<file path="src/rtl/lhp_pkg.sv">
package lhp_pkg;

  // Operation applied to one pattern-table counter in a cycle
  typedef enum logic [1:0] {
    CTR_HOLD = 2'b00,
    CTR_INC  = 2'b01,
    CTR_DEC  = 2'b10
  } ctr_op_e;

endpackage

</file>
<file path="src/rtl/lhp_rst_sync.sv">
module lhp_rst_sync #(
  parameter int STAGES = 2
) (
  input  logic clk,
  input  logic rst_n_async,
  output logic rst_n_sync
);

  logic [STAGES-1:0] sync_q;
  logic [STAGES-1:0] sync_d;

  always_comb sync_d = {sync_q[STAGES-2:0], 1'b1};

  always_ff @(posedge clk or negedge rst_n_async) begin
    if (!rst_n_async) sync_q <= '0;
    else              sync_q <= sync_d;
  end

  assign rst_n_sync = sync_q[STAGES-1];

endmodule

</file>
<file path="src/rtl/lhp_hist_bank.sv">
module lhp_hist_bank #(
  parameter int NUM_BR = 4,
  parameter int HIST_W = 2,
  localparam int IDW = (NUM_BR > 1) ? $clog2(NUM_BR) : 1
) (
  input  logic              clk,
  input  logic              rst_n,
  input  logic [IDW-1:0]    rd_id,
  output logic [HIST_W-1:0] rd_hist,
  input  logic              upd_en,
  input  logic [IDW-1:0]    upd_id,
  input  logic              upd_taken,
  output logic [HIST_W-1:0] upd_hist
);

  logic [NUM_BR-1:0][HIST_W-1:0] hist_q;
  logic [NUM_BR-1:0][HIST_W-1:0] hist_d;

  for (genvar i = 0; i < NUM_BR; i++) begin : g_br
    logic sel;
    always_comb sel = upd_en && (upd_id == IDW'(i));
    if (HIST_W == 1) begin : g_one
      always_comb hist_d[i] = sel ? upd_taken : hist_q[i];
    end else begin : g_shift
      always_comb hist_d[i] = sel ? {upd_taken, hist_q[i][HIST_W-1:1]} : hist_q[i];
    end
  end

  always_ff @(posedge clk or negedge rst_n) begin
    if (!rst_n) hist_q <= '0;
    else        hist_q <= hist_d;
  end

  assign rd_hist  = hist_q[rd_id];
  assign upd_hist = hist_q[upd_id];

  // the newest outcome lands in the top history bit
  a_r6_newest_msb: assert property (@(posedge clk) disable iff (!rst_n)
    upd_en |=> hist_q[$past(upd_id)][HIST_W-1] == $past(upd_taken));

  // R11 (bank side): nothing moves without an enable
  a_r11_hist_hold: assert property (@(posedge clk) disable iff (!rst_n)
    !upd_en |=> $stable(hist_q));

endmodule

</file>
<file path="src/rtl/lhp_pattern_tbl.sv">
module lhp_pattern_tbl
  import lhp_pkg::*;
#(
  parameter int HIST_W = 2,
  parameter int CTR_W  = 2,
  localparam int ENTRIES = 1 << HIST_W,
  localparam logic [CTR_W-1:0] CTR_MAX = {CTR_W{1'b1}}
) (
  input  logic              clk,
  input  logic              rst_n,
  input  logic [HIST_W-1:0] rd_idx,
  output logic              rd_taken,
  input  ctr_op_e           wr_op,
  input  logic [HIST_W-1:0] wr_idx
);

  logic [ENTRIES-1:0][CTR_W-1:0] ctr_q;
  logic [ENTRIES-1:0][CTR_W-1:0] ctr_d;

  for (genvar e = 0; e < ENTRIES; e++) begin : g_ent
    logic hit;
    always_comb begin
      hit      = (wr_idx == HIST_W'(e));
      ctr_d[e] = ctr_q[e];
      if (hit) begin
        unique case (wr_op)
          CTR_INC: if (ctr_q[e] != CTR_MAX) ctr_d[e] = ctr_q[e] + 1'b1;
          CTR_DEC: if (ctr_q[e] != '0)      ctr_d[e] = ctr_q[e] - 1'b1;
          default: ctr_d[e] = ctr_q[e];
        endcase
      end
    end
  end

  always_ff @(posedge clk or negedge rst_n) begin
    if (!rst_n) ctr_q <= '0;
    else        ctr_q <= ctr_d;
  end

  assign rd_taken = ctr_q[rd_idx][CTR_W-1];

  // a taken update never lowers the counter (and so cannot wrap)
  a_r3_inc_no_wrap: assert property (@(posedge clk) disable iff (!rst_n)
    (wr_op == CTR_INC) |=> ctr_q[$past(wr_idx)] >= $past(ctr_q[wr_idx]));

  // a not-taken update never raises the counter (and so cannot wrap)
  a_r4_dec_no_wrap: assert property (@(posedge clk) disable iff (!rst_n)
    (wr_op == CTR_DEC) |=> ctr_q[$past(wr_idx)] <= $past(ctr_q[wr_idx]));

  // the table holds when no update is accepted
  a_r11_tbl_hold: assert property (@(posedge clk) disable iff (!rst_n)
    (wr_op == CTR_HOLD) |=> $stable(ctr_q));

endmodule

</file>
<file path="src/rtl/lhist_pred.sv">
module lhist_pred
  import lhp_pkg::*;
#(
  parameter int NUM_BR = 4,
  parameter int HIST_W = 2,
  parameter int CTR_W  = 2,
  localparam int IDW = (NUM_BR > 1) ? $clog2(NUM_BR) : 1
) (
  input  logic           clk,
  input  logic           rst_n,
  input  logic [IDW-1:0] pred_id,
  output logic           pred_taken,
  input  logic           upd_valid,
  input  logic [IDW-1:0] upd_id,
  input  logic           upd_taken,
  input  logic           upd_uncond,
  input  logic           train_uncond
);

  logic              rst_n_int;
  logic              upd_en;
  ctr_op_e           op;
  logic [HIST_W-1:0] rd_hist;
  logic [HIST_W-1:0] upd_hist;

  lhp_rst_sync #(.STAGES(2)) u_rst (
    .clk         (clk),
    .rst_n_async (rst_n),
    .rst_n_sync  (rst_n_int)
  );

  always_comb begin
    upd_en = upd_valid && (!upd_uncond || train_uncond);
    if (!upd_en)        op = CTR_HOLD;
    else if (upd_taken) op = CTR_INC;
    else                op = CTR_DEC;
  end

  lhp_hist_bank #(.NUM_BR(NUM_BR), .HIST_W(HIST_W)) u_hist (
    .clk       (clk),
    .rst_n     (rst_n_int),
    .rd_id     (pred_id),
    .rd_hist   (rd_hist),
    .upd_en    (upd_en),
    .upd_id    (upd_id),
    .upd_taken (upd_taken),
    .upd_hist  (upd_hist)
  );

  // Pre-update history of the reported branch picks the counter
  lhp_pattern_tbl #(.HIST_W(HIST_W), .CTR_W(CTR_W)) u_tbl (
    .clk      (clk),
    .rst_n    (rst_n_int),
    .rd_idx   (rd_hist),
    .rd_taken (pred_taken),
    .wr_op    (op),
    .wr_idx   (upd_hist)
  );

  // a bypassed unconditional update leaves the guess for the same id unchanged
  a_r8_bypass: assert property (@(posedge clk) disable iff (!rst_n_int)
    (upd_valid && upd_uncond && !train_uncond) |=> ($stable(pred_id) -> $stable(pred_taken)));

endmodule

</file>
<file path="config.mk">
export PLATFORM = sky130hd
export DESIGN_NAME = lhist_pred
export DESIGN_NICKNAME = d
export VERILOG_FILES = /design/src/rtl/lhp_pkg.sv /design/src/rtl/lhp_rst_sync.sv /design/src/rtl/lhp_hist_bank.sv /design/src/rtl/lhp_pattern_tbl.sv /design/src/rtl/lhist_pred.sv
export SDC_FILE = /design/constraint.sdc
export NUM_CORES = 1
export LEC_CHECK = 0
export BUFFER_PORTS_ARGS = -buffer_cell sky130_fd_sc_hd__buf_2
export CAP_MARGIN = 20
export CORE_MARGIN = 10
export CORE_UTILIZATION = 30
export CTS_BUF_LIST = sky130_fd_sc_hd__clkbuf_16
export CTS_CLUSTER_DIAMETER = 60
export DETAILED_ROUTE_END_ITERATION = 12
export GPL_TIMING_DRIVEN = 0
export SLEW_MARGIN = 10
export SYNTH_ARGS = -nofsm -noshare
export SYNTH_HDL_FRONTEND = slang
export SYNTH_SLANG_ARGS = --single-unit
</file>
<file path="constraint.sdc">
create_clock -name clk -period 1.4 [get_ports clk]
set_input_delay 0 -clock clk [delete_from_list [all_inputs] [get_ports clk]]
set_output_delay 0 -clock clk [all_outputs]
set_load 0.005 [all_outputs]
</file>
==> summary.txt <==
Global route
  – GRT overflow: 0
  – Antenna violations before repair: 0
  – Global Route Usage Sum: 6.932%
  – Global-route wire length before repair: 3325 um
  – Vias in the first global route: 742
  – Largest net degree at the start of global routing: 17

Worst setup path
  – CP top delay family: multiplexers
  – Critical-path cell list: mux4_2 > buf_4 > buf_6 > nand4b_4 > mux2i_1 > nand2_1
  – CP required: 1.54 ns
  – Worst Path Max Fanout: 4
  – Crit start category: register
  – Worst Path Arrival: 1.83 ns
  – R2R Path Start: u_hist.hist_q[7]
  – Worst path bufs/invs: 2
  – Worst Setup SP: u_hist.hist_q[7]
  – Slowest cell delay on critical path: 0.55 ns
  – Crit. End Element: register
  – Slowest CP cell: mux4_2
  – Crit path kind: reg2reg

Timing
  – Final worst setup slack: -0.2875 ns
  – RSZ-0062 raised after global routing: true
  – Final hold vios: 0
  – Max-Slew Margin vs Limit: 56.15%
  – Setup Skew: 0.001011 ns
  – Final period utilization: 120.5%
  – Worst-margin pin slew: 0.6577 ns
  – Setup violators final: 9
  – Max Transition Viols Final: 0
  – Maximum clock frequency: 0.5926 GHz
  – Final worst path period need: 1.688 ns

Power and ir drop
  – Power consumption: 1832 uW
  – Max IR drop VDD: 0.0009448 V
  – Pwr Density: 1544 nW/um2
  – Leakage power: 0.0005381 uW

Flow run
  – Max-cap viol count: 0

Clocking
  – Clock sink total: 18
  – Clock Path Buffers: 2
  – CTS tree: done
  – H-tree depth: 1
  – Root Driver: clkbuf_16
  – Clk slew on worst S/H paths: 0.05 ns
  – CTS Buf Count: 3
  – Worst-Skew Late Latency: 0.25 ns

Final layout
  – Antenna cells: 0
  – Fillcell total: 320
  – Synth-to-Final Area Change: 24.57%
  – Commonest cells after routing, fill and taps aside: dfrtp_1, nand2_1, buf_2
  – Layout Nets: 112
  – Area of the multi-input gates: 491.7 um2
  – Register area: 450.4 um2
  – Share of cells above drive strength 1: 32.67%
  – Most common cell after layout, fill and taps aside: dfrtp_1
  – Final Cell Area: 1186 um2

Synth
  – Netlist cell types: 26
  – Synthesized netlist cell count: 83
  – Post-Syn Area: 952.2 um2
  – Syn nets: 93
  – Share of Yosys cell area claimed by the top area cell type: 47.31%
  – Syn avg cell area: 11.47 um2
  – Cell taking the most area after synthesis: dfrtp_1
  – #FFs+latches synth: 18
  – Warnings, synthesis: 0
  – Post-synthesis sequential area ratio: 47.31%
  – Ranking of synthesized cells by area: dfrtp_1, mux4_2, mux2_2, nand2_1, mux2i_1

Placed design
  – Gpl congestion: 0.7464
  – Detail Placement HPWL: 1521 um
  – Number of port buffers: 10
  – DP Area: 1057 um2

Detailed routing
  – Routed Antenna Nets: 0
  – Routed len/inst: 13.48 um
  – Vias per std cell: 4.800
  – DRC Markers: 0
  – Final wirelength: 1955 um
  – Initial drt markers: 40
  – TritonRoute pass-1 iters: 4
  – Via count: 696

Min path
  – Hold Path Class: in2reg
  – Min-delay src: upd_taken

Floorplan
  – Die area: 5827 um2
  – Die H: 76.34 um
  – I/O pin count: 11
  – Die X: 76.34 um
  – Row count: 20
  – Starting Density: 31.19%
  – Core area: 3053 um2

Status
  – Failing checks: negative setup slack
  – Status: finished with violations
==> synthesized netlist by cell type <==
cell type / count
a211oi_1: 1
conb_1: 1
mux2_2: 6
nor2_1: 3
a2bb2oi_1: 1
nand4b_1: 2
o21ai_0: 5
nor4b_4: 1
a21oi_1: 4
nor3b_1: 1
nand4b_4: 1
nand2b_1: 1
nand3_1: 1
buf_2: 1
nand2_1: 13
nand4_1: 2
o211ai_1: 3
dfrtp_1: 18
mux2i_1: 4
a211o_1: 1
o21bai_1: 1
o311ai_0: 1
mux4_2: 4
nor3_1: 1
inv_1: 5
a31oi_1: 1
==> cell families after synthesis <==
family	count (synthesis)	synth area share, %
compound gates	18	12.09
flops	18	47.31
other cells	1	0.3938
simple gates	26	16.95
mux	14	20.76
buf+inv	6	2.496
==> final cells by class <==
type                    count  area share, %
clock buffers               3          6.329
well taps                  44          4.641
flip-flops and latches     18          37.97
inverters                   5          1.582
repair buffers             14          7.278
plain buffers               1         0.4219
clock inverters             1         0.3165
multi-input cells          59          41.46
==> metal layers <==
layer | routed length [um] | GRT usage (%)
met5 | 0 | 0
met4 | 27 | 2.788
met3 | 66 | 2.476
met2 | 972 | 11.56
met1 | 889 | 7.840
==> per-stage QoR <==
step | setup WS, ns | hold WS [ns] | std cells | utilization (%) | setup TNS [ns]
floorplan | -0.1834 | -0.2956 | 83 | - | -0.6462
global placement | -0.2653 | -0.2151 | 137 | 34.63 | -1.153
detailed placement | -0.3122 | -0.2129 | 137 | 34.63 | -1.493
CTS | -0.3098 | 0.05105 | 144 | 38.03 | -1.805
global route | -0.4004 | 0.07313 | 145 | 38.85 | -2.711
finish | -0.2875 | 0.04759 | 145 | 38.85 | -1.986
==> worst reg2reg max path, stage by stage (launching register included) <==
cell      delay (ns)
dfrtp_1         0.40
mux4_2          0.55
buf_4           0.17
buf_6           0.11
nand4b_4        0.10
mux2i_1         0.19
nand2_1         0.06
==> final timing paths <==
path,to,slack (ns),cells past startpoint
setup / recovery,u_tbl.ctr_q[4],-0.29,6
hold / removal,u_hist.hist_q[3],0.05,2
setup reg to reg,u_tbl.ctr_q[4],-0.29,6
hold reg to reg,u_hist.hist_q[0],0.27,0
max in group asynchronous,u_tbl.ctr_q[5],0.71,0
min in group asynchronous,u_rst.sync_q[0],0.06,2
==> flip-flops by register name, summed over array words and instances, names as in the netlist <==
| signal | flops |
|---|---|
| u_tbl.ctr_q | 8 |
| u_rst.sync_q | 2 |
| u_hist.hist_q | 8 |
==> report_power, final <==
part           leakage, uW  internal, uW  switching, uW
sequential        0.000205           651            121
clock            0.0000385           380            194
combinational     0.000295           275            210
==> timing repair <==
| item | 4_1_cts | 5_1_grt |
|---|---|---|
| pin swaps | 4 | 5 |
| hold buffers | 1 | 0 |
| setup endpoints to repair | 9 | 9 |
| resized for setup | 0 | 5 |
| hold endpoints to repair | 2 | 0 |
| setup buffers | 2 | 1 |
Note: power is estimated with default switching activity, not from simulation.
